### src/rtl/fsb_pkg.sv
package fsb_pkg;
   localparam logic [2:0] ADDR_TXD = 3'd0;
   localparam logic [2:0] ADDR_TXC = 3'd1;
   localparam logic [2:0] ADDR_RXD = 3'd2;
   localparam logic [2:0] ADDR_RXC = 3'd3;
   localparam logic [2:0] ADDR_IEN = 3'd4;

   localparam int GO_BIT   = 15;
   localparam int FAIL_BIT = 14;
   localparam int CRC_BIT  = 13;

   // zero the bytes past the frame end in a big-endian final word
   function automatic logic [31:0] tail_zero(input logic [31:0] w, input logic [1:0] rem);
      logic [31:0] keep;
      keep = ~(32'hFFFF_FFFF >> (8 * rem));
      return (rem == 2'd0) ? w : (w & keep);
   endfunction
endpackage

### src/rtl/fsb_tx.sv
module fsb_tx
   import fsb_pkg::*;
#(
   parameter int DEPTH = 16,
   parameter int LEN_W = 7
) (
   input  logic             clk,
   input  logic             rst_n,
   input  logic             data_wr,
   input  logic [31:0]      data_wdata,
   input  logic             ctl_wr,
   input  logic [31:0]      ctl_wdata,
   output logic             busy,
   output logic             fail,
   output logic [LEN_W-1:0] len,
   output logic             done_pulse,
   output logic             mac_tx_valid,
   output logic [31:0]      mac_tx_data,
   output logic             mac_tx_last,
   input  logic             mac_tx_ready,
   input  logic             mac_tx_done,
   input  logic             mac_tx_fail
);
   localparam int IW = $clog2(DEPTH);
   localparam int PW = IW + 1;
   localparam logic [PW-1:0]  DEPTH_P = PW'(DEPTH);
   localparam logic [LEN_W:0] DEPTH_L = (LEN_W + 1)'(DEPTH);

   logic [31:0]      mem [DEPTH];
   logic [PW-1:0]    wptr, sidx, nw;
   logic [LEN_W:0]   nw_full;
   logic             sending;
   logic             wr_ok;
   logic [31:0]      cur;

   always_comb begin
      nw_full = ({1'b0, len} + (LEN_W + 1)'(3)) >> 2;
      nw      = (nw_full > DEPTH_L) ? DEPTH_P : nw_full[PW-1:0];
   end

   assign wr_ok = data_wr && !busy && (wptr < DEPTH_P);

   always_ff @(posedge clk) begin
      if (wr_ok) mem[wptr[IW-1:0]] <= data_wdata;
   end

   always_ff @(posedge clk) begin
      if (!rst_n) begin
         busy       <= 1'b0;
         fail       <= 1'b0;
         len        <= '0;
         wptr       <= '0;
         sidx       <= '0;
         sending    <= 1'b0;
         done_pulse <= 1'b0;
      end else begin
         done_pulse <= 1'b0;
         if (!busy) begin
            if (wr_ok) wptr <= wptr + PW'(1);
            if (ctl_wr) begin
               len  <= ctl_wdata[LEN_W-1:0];
               fail <= 1'b0;
               if (ctl_wdata[GO_BIT]) begin
                  busy    <= 1'b1;
                  wptr    <= '0;
                  sidx    <= '0;
                  sending <= (ctl_wdata[LEN_W-1:0] != '0);
               end
            end
         end else if (sending) begin
            if (mac_tx_ready) begin
               if (mac_tx_last) sending <= 1'b0;
               else             sidx    <= sidx + PW'(1);
            end
         end else if (mac_tx_done) begin
            busy       <= 1'b0;
            fail       <= mac_tx_fail;
            done_pulse <= 1'b1;
         end
      end
   end

   assign cur          = mem[sidx[IW-1:0]];
   assign mac_tx_valid = sending;
   assign mac_tx_last  = sending && (sidx == nw - PW'(1));
   assign mac_tx_data  = mac_tx_last ? tail_zero(cur, len[1:0]) : cur;


   tx_hold_chk: assert property (@(posedge clk) disable iff (!rst_n)
      (mac_tx_valid && !mac_tx_ready) |=> (mac_tx_valid && $stable(mac_tx_data)));

   tx_done_after_busy_chk: assert property (@(posedge clk) disable iff (!rst_n)
      done_pulse |-> (!busy && $past(busy)));

   tx_idle_quiet_chk: assert property (@(posedge clk) disable iff (!rst_n)
      !busy |-> !mac_tx_valid);
endmodule

### src/rtl/fsb_rx.sv
module fsb_rx
   import fsb_pkg::*;
#(
   parameter int DEPTH = 16,
   parameter int LEN_W = 7
) (
   input  logic             clk,
   input  logic             rst_n,
   input  logic             mac_rx_valid,
   input  logic [31:0]      mac_rx_data,
   input  logic             mac_rx_last,
   input  logic [LEN_W-1:0] mac_rx_len,
   input  logic             mac_rx_err,
   input  logic             mac_rx_crc_bad,
   output logic             mac_rx_ready,
   input  logic             ack,
   input  logic             pop,
   output logic [31:0]      rd_word,
   output logic             ready,
   output logic             err,
   output logic             crc,
   output logic [LEN_W-1:0] len
);
   localparam int IW = $clog2(DEPTH);
   localparam int PW = IW + 1;
   localparam logic [PW-1:0]  DEPTH_P = PW'(DEPTH);
   localparam logic [LEN_W:0] DEPTH_L = (LEN_W + 1)'(DEPTH);

   logic [31:0]    mem [DEPTH];
   logic [PW-1:0]  wptr, rptr, nw;
   logic [LEN_W:0] nw_full;
   logic           ovf, accept, room, have;
   logic [31:0]    cur;

   assign mac_rx_ready = !ready;
   assign accept       = mac_rx_valid && !ready;
   assign room         = (wptr < DEPTH_P);
   assign have         = ready && (rptr < wptr);

   always_comb begin
      nw_full = ({1'b0, len} + (LEN_W + 1)'(3)) >> 2;
      nw      = (nw_full > DEPTH_L) ? DEPTH_P : nw_full[PW-1:0];
   end

   always_ff @(posedge clk) begin
      if (accept && room) mem[wptr[IW-1:0]] <= mac_rx_data;
   end

   always_ff @(posedge clk) begin
      if (!rst_n) begin
         wptr  <= '0;
         rptr  <= '0;
         ovf   <= 1'b0;
         ready <= 1'b0;
         err   <= 1'b0;
         crc   <= 1'b0;
         len   <= '0;
      end else if (accept) begin
         if (room) wptr <= wptr + PW'(1);
         else      ovf  <= 1'b1;
         if (mac_rx_last) begin
            ready <= 1'b1;
            len   <= mac_rx_len;
            err   <= mac_rx_err || ovf || !room;
            crc   <= mac_rx_crc_bad;
         end
      end else if (ready && ack) begin
         wptr  <= '0;
         rptr  <= '0;
         ovf   <= 1'b0;
         ready <= 1'b0;
         err   <= 1'b0;
         crc   <= 1'b0;
         len   <= '0;
      end else if (pop && have) begin
         rptr <= rptr + PW'(1);
      end
   end

   assign cur     = mem[rptr[IW-1:0]];
   assign rd_word = !have ? 32'h0 :
                    (rptr == nw - PW'(1)) ? tail_zero(cur, len[1:0]) : cur;


   rx_ready_src_chk: assert property (@(posedge clk) disable iff (!rst_n)
      $rose(ready) |-> $past(mac_rx_valid && mac_rx_last));

   rx_ptr_order_chk: assert property (@(posedge clk) disable iff (!rst_n)
      rptr <= wptr);

   rx_release_chk: assert property (@(posedge clk) disable iff (!rst_n)
      $fell(ready) |-> $past(ack));

   rx_no_overflow_chk: assert property (@(posedge clk) disable iff (!rst_n)
      wptr <= DEPTH_P);
endmodule

### src/rtl/fsb_irq.sv
module fsb_irq (
   input  logic       clk,
   input  logic       rst_n,
   input  logic       en_wr,
   input  logic [1:0] en_wdata,
   input  logic       rx_ready,
   input  logic       tx_done,
   output logic [1:0] en,
   output logic       irq_rx,
   output logic       irq_tx
);
   always_ff @(posedge clk) begin
      if (!rst_n)     en <= 2'b00;
      else if (en_wr) en <= en_wdata;
   end

   assign irq_rx = rx_ready && en[0];
   assign irq_tx = tx_done && en[1];


   irq_tx_pulse_chk: assert property (@(posedge clk) disable iff (!rst_n)
      irq_tx |=> !irq_tx);
endmodule

### src/rtl/frame_slot_buffer.sv
module frame_slot_buffer
   import fsb_pkg::*;
#(
   parameter int DEPTH = 16,
   parameter int LEN_W = 7
) (
   input  logic             clk,
   input  logic             rst_n,
   input  logic             bus_wr,
   input  logic             bus_rd,
   input  logic [2:0]       bus_addr,
   input  logic [31:0]      bus_wdata,
   output logic [31:0]      bus_rdata,
   output logic             mac_tx_valid,
   output logic [31:0]      mac_tx_data,
   output logic             mac_tx_last,
   input  logic             mac_tx_ready,
   input  logic             mac_tx_done,
   input  logic             mac_tx_fail,
   input  logic             mac_rx_valid,
   input  logic [31:0]      mac_rx_data,
   input  logic             mac_rx_last,
   input  logic [LEN_W-1:0] mac_rx_len,
   input  logic             mac_rx_err,
   input  logic             mac_rx_crc_bad,
   output logic             mac_rx_ready,
   output logic             irq_rx,
   output logic             irq_tx
);
   if (DEPTH < 2 || (DEPTH & (DEPTH - 1)) != 0) begin : g_bad_depth
      $error("DEPTH must be a power of two of at least 2");
   end
   if (LEN_W < $clog2(DEPTH * 4 + 1) || LEN_W > CRC_BIT) begin : g_bad_len
      $error("LEN_W must cover DEPTH*4 bytes and stay below the flag bits");
   end

   logic             tx_busy, tx_fail, tx_done;
   logic [LEN_W-1:0] tx_len, rx_len;
   logic             rx_ready, rx_err, rx_crc;
   logic [31:0]      rx_word;
   logic [1:0]       ien;

   fsb_tx #(.DEPTH(DEPTH), .LEN_W(LEN_W)) u_tx (
      .clk(clk), .rst_n(rst_n),
      .data_wr(bus_wr && bus_addr == ADDR_TXD), .data_wdata(bus_wdata),
      .ctl_wr(bus_wr && bus_addr == ADDR_TXC), .ctl_wdata(bus_wdata),
      .busy(tx_busy), .fail(tx_fail), .len(tx_len), .done_pulse(tx_done),
      .mac_tx_valid(mac_tx_valid), .mac_tx_data(mac_tx_data),
      .mac_tx_last(mac_tx_last), .mac_tx_ready(mac_tx_ready),
      .mac_tx_done(mac_tx_done), .mac_tx_fail(mac_tx_fail)
   );

   fsb_rx #(.DEPTH(DEPTH), .LEN_W(LEN_W)) u_rx (
      .clk(clk), .rst_n(rst_n),
      .mac_rx_valid(mac_rx_valid), .mac_rx_data(mac_rx_data),
      .mac_rx_last(mac_rx_last), .mac_rx_len(mac_rx_len),
      .mac_rx_err(mac_rx_err), .mac_rx_crc_bad(mac_rx_crc_bad),
      .mac_rx_ready(mac_rx_ready),
      .ack(bus_wr && bus_addr == ADDR_RXC && bus_wdata == 32'h0),
      .pop(bus_rd && bus_addr == ADDR_RXD),
      .rd_word(rx_word), .ready(rx_ready), .err(rx_err), .crc(rx_crc), .len(rx_len)
   );

   fsb_irq u_irq (
      .clk(clk), .rst_n(rst_n),
      .en_wr(bus_wr && bus_addr == ADDR_IEN), .en_wdata(bus_wdata[1:0]),
      .rx_ready(rx_ready), .tx_done(tx_done),
      .en(ien), .irq_rx(irq_rx), .irq_tx(irq_tx)
   );

   always_comb begin
      bus_rdata = '0;
      case (bus_addr)
         ADDR_TXC: begin
            bus_rdata[GO_BIT]      = tx_busy;
            bus_rdata[FAIL_BIT]    = tx_fail;
            bus_rdata[LEN_W-1:0]   = tx_len;
         end
         ADDR_RXD: bus_rdata = rx_word;
         ADDR_RXC: begin
            bus_rdata[GO_BIT]      = rx_ready;
            bus_rdata[FAIL_BIT]    = rx_err;
            bus_rdata[CRC_BIT]     = rx_crc;
            bus_rdata[LEN_W-1:0]   = rx_len;
         end
         ADDR_IEN: bus_rdata[1:0] = ien;
         default: ;
      endcase
   end


   irq_tx_idle_chk: assert property (@(posedge clk) disable iff (!rst_n)
      irq_tx |-> !tx_busy);
endmodule

### config.mk
export PLATFORM = sky130hd
export DESIGN_NAME = frame_slot_buffer
export DESIGN_NICKNAME = d
export VERILOG_FILES = /design/src/rtl/fsb_pkg.sv /design/src/rtl/fsb_tx.sv /design/src/rtl/fsb_rx.sv /design/src/rtl/fsb_irq.sv /design/src/rtl/frame_slot_buffer.sv
export SDC_FILE = /design/constraint.sdc
export NUM_CORES = 1
export LEC_CHECK = 0
export ABC_AREA = 1
export ABC_CLOCK_PERIOD_IN_PS = 10300
export BUFFER_PORTS_ARGS = -buffer_cell sky130_fd_sc_hd__clkbuf_2
export CORE_MARGIN = 2
export CORE_UTILIZATION = 55
export CTS_BUF_LIST = sky130_fd_sc_hd__clkbuf_8
export DETAILED_ROUTE_END_ITERATION = 6
export PLACE_DENSITY = 0.72
export SYNTH_ARGS = -nofsm -noshare
export SYNTH_HDL_FRONTEND = slang
export SYNTH_SLANG_ARGS = --single-unit
### constraint.sdc
create_clock -name clk -period 10.3 [get_ports clk]
set_clock_uncertainty 0.2 [all_clocks]
set_input_delay 1.545 -clock clk [delete_from_list [all_inputs] [get_ports clk]]
set_output_delay 1.545 -clock clk [all_outputs]
set_load 0.005 [all_outputs]
==> metrics.md <==
| Metric | Value |
|---|---|
| Largest family of logic cells by synthesized area | `compound AO/OA/AOI/OAI gates` |
| Compound-Gate Fraction of Synth Area | `13.0%` |
| HP Class | `flop to flop` |
| Setup TNS | `0 ps` |
| Total die area | `81000 um2` |
| Setup WS post-layout | `3750 ps` |
| DR vias/cell | `6.08` |
| Cells after DPL | `4322` |
| Die width | `285 um` |
| Power Total | `8.33 mW` |
| Setup crit end kind | `primary output` |
| Port bufs | `153` |
| RSZ-0062 raised after global routing | `no` |
| Met2 wire len | `53400 um` |
| DRC viols | `0` |
| Wirelength per Cell | `23.5 um` |
| Post-synth EDFFs | `1024` |
| Avg Synthesized Cell Area | `13.2 um2` |
| Internal Power | `6.51 mW` |
| Hold_buf cts | `0` |
| Fillers | `5746` |
| Switch Pwr | `1.82 mW` |
| Violation count after the first detailed-routing iteration | `3409` |
| Sink Count | `1076` |
| Adder-cell share of the synthesized area | `0.462%` |
| Slew Limit Headroom | `16.1%` |
| Hold WS | `277 ps` |
| Worst Max-Slew Pin Slew | `1260 ps` |
| Seq/Total Area, Yosys | `73.4%` |
| Pwr dens | `172 nW/um2` |
| Outcome | `completed` |
| Mux cell area share after synthesis | `2.96%` |
| Combinational fraction of design power | `2.5%` |
| Worst path arrival time | `4800 ps` |
| Static Leakage | `16.2 nW` |
| Clock Latency Late Sink | `840 ps` |
| Non-Filler Instances | `4635` |
| Num CTS Buffers | `169` |
| Core ar. | `77700 um2` |
| Final ANT Viol Nets | `0` |
| R2R setup slack | `6700 ps` |
| Pre-CTS setup slack | `4750 ps` |
| Max frequency | `153 MHz` |
| Overall routing resource usage | `26.5%` |
| Sequential fraction of design power | `58.0%` |
| Crit Path Max Fanout | `133` |
| Setup violators final | `0` |
| Required @ worst endpoint | `8560 ps` |
| Clock power frac | `39.6%` |
| Synth Area in XOR/XNOR | `0.344%` |
| Number of H-tree levels | `4` |
| Total Nets Final | `3554` |
| Synthesized-area fraction occupied by and/or/nand/nor cells | `6.18%` |
| Clk root buf | `clkbuf_8` |
| WL met1 | `41800 um` |
| Final hold vios | `0` |
| Final worst-path cycle share | `63.6%` |
| Critical path class | `flop to primary output` |
| Initial Utilization | `55.7%` |
| Post-Route WL | `109000 um` |
| Commonest non-fill, non-tap cells in the layout | `edfxtp_1, o21ai_0, nor2_1, inv_1, a21oi_1` |
| Sw Ratio | `21.9%` |
| Async SR Flop Fraction | `0%` |
| Max_cap viols | `0` |
| Post-synthesis register bit count | `1076` |
| Die H | `285 um` |
| Area Overhead vs Synth | `11.7%` |
| Rows | `102` |
| GRT Residual Overflow | `0` |
| Mapped cell area | `43300 um2` |
| Via count | `28184` |
| Gate Count Post-Synth | `3280` |
| Top Ports | `154` |
| Clk pin slew, worst setup/hold paths | `60 ps` |
| DR pass1 iterations | `6` |
| Synth unique cells | `46` |
| Post-cts sizing count | `0` |
| Post-CTS Setup Bufs | `0` |
| Most common cell after layout, fill and taps aside | `edfxtp_1` |
| Met3 wire len | `10200 um` |
| Vias in the first global route | `27281` |
| Critical path launch point type | `flop` |
| Layout cells sized above 1 | `13.1%` |
| Global-route wire length before repair | `161000 um` |
| Final min period | `6550 ps` |
| Largest net degree at the start of global routing | `229` |
| DR top layer | `met5` |
| Syn_nets | `3381` |
| Routability congestion estimate from global placement | `0.936` |
| Primary FF master, synth | `edfxtp_1` |
| CTS max path bufs | `3` |
| Peak supply drop | `0.139 mV` |
| Yosys Warn Count | `0` |
| Initial antenna violation count | `12` |
| TritonCTS clock tree | `built` |
| Detail Placement HPWL | `57900 um` |
| Pins Over Slew Limit | `0` |
-- kinds of logic after synthesis --
group           after synthesis
compound gates              975
fa+ha+maj                    16
buf+inv                     409
simple gates                659
xor+xnor                     17
mux                         128
flops                      1076
-- power by group through the flow --
stage                     combinational, mW  sequential, mW  clock, mW
after floorplan                      0.0831            4.92          0
after global placement                0.190            4.92          0
after detailed placement              0.200            4.92          0
after CTS                             0.201            4.83       3.34
after global routing                  0.223            4.83       3.53
final                                 0.205            4.83       3.30
-- state kept, by name, indices dropped and copies added (netlist names), 5 cells and up, named ones only --
name,flops
u_rx.mem,512
u_tx.sidx,5
u_rx.len,7
u_rx.wptr,5
u_tx.mem,512
u_rx.rptr,5
u_tx.wptr,5
u_tx.len,7
-- worst max-delay path: stages, from the launching register on --
cell,delay [ps]
dfxtp_4,560
inv_6,770
buf_4,1020
o21ai_0,200
o221ai_1,200
o21ai_0,140
o22ai_1,240
nand3_1,120
o211ai_1,270
clkbuf_2,200
-- stage by stage --
stage                     area [um2]  util (%)
after detailed placement       45200      58.2
after floorplan                43300         -
after global placement         45200      58.2
after global routing           48400      62.2
final                          48400      62.2
after CTS                      48400      62.2
-- cell type report --
| type | count | area (um2) | share of cell area [%] |
|---|---|---|---|
| diodes | 6 | 15.0 | 0.0310 |
| clock buffers | 174 | 2390 | 4.95 |
| clock inverters | 133 | 706 | 1.46 |
| inverters | 208 | 788 | 1.63 |
| multi-input cells | 1795 | 10200 | 21.1 |
| flip-flops and latches | 1076 | 31800 | 65.8 |
| well taps | 1040 | 1300 | 2.69 |
| repair buffers | 203 | 1150 | 2.39 |
-- cells in the mapped netlist, types with 2 or more instances --
library cell / number / area (um2)
edfxtp_1: 1024 / 30700
o21ai_0: 497 / 2490
nor2_1: 400 / 1500
inv_1: 201 / 754
a21oi_1: 184 / 921
clkbuf_1: 169 / 634
nand2_1: 166 / 623
mux2i_1: 128 / 1280
o211ai_1: 106 / 796
o221ai_1: 75 / 657
nand3_1: 53 / 265
dfxtp_1: 52 / 1040
o22ai_1: 48 / 300
a31oi_1: 39 / 244
buf_1: 17 / 63.8
ha_1: 16 / 200
buf_2: 14 / 70.1
xor2_1: 13 / 114
nand4_1: 12 / 75.1
nor4_1: 8 / 50.1
nor3_1: 7 / 35.0
o221a_2: 6 / 67.6
a32o_1: 4 / 40.0
clkinv_1: 4 / 15.0
xnor2_1: 4 / 35.0
a211oi_1: 3 / 22.5
and2_1: 3 / 18.8
inv_2: 3 / 11.3
nand2_2: 3 / 18.8
a221oi_1: 2 / 17.5
nor2_4: 2 / 22.5
o2111ai_1: 2 / 17.5
o21ai_1: 2 / 10.0
-- routing by layer --
metal	GRT usage, %	up-vias
met2	42.9	1516
met1	34.5	13800
met4	11.5	10
li1	-	12595
met3	5.95	263
met5	0	-
-- worst paths after layout --
check                 start              end  depth (start not counted)
hold reg to reg    u_rx.ovf         u_rx.ovf                          2
hold / removal     u_rx.ovf         u_rx.ovf                          2
setup reg to reg  u_tx.busy  u_tx.mem[7][17]                          7
setup / recovery       flop     bus_rdata[3]                          9
No activity file was read; power rests on OpenSTA's default activity.
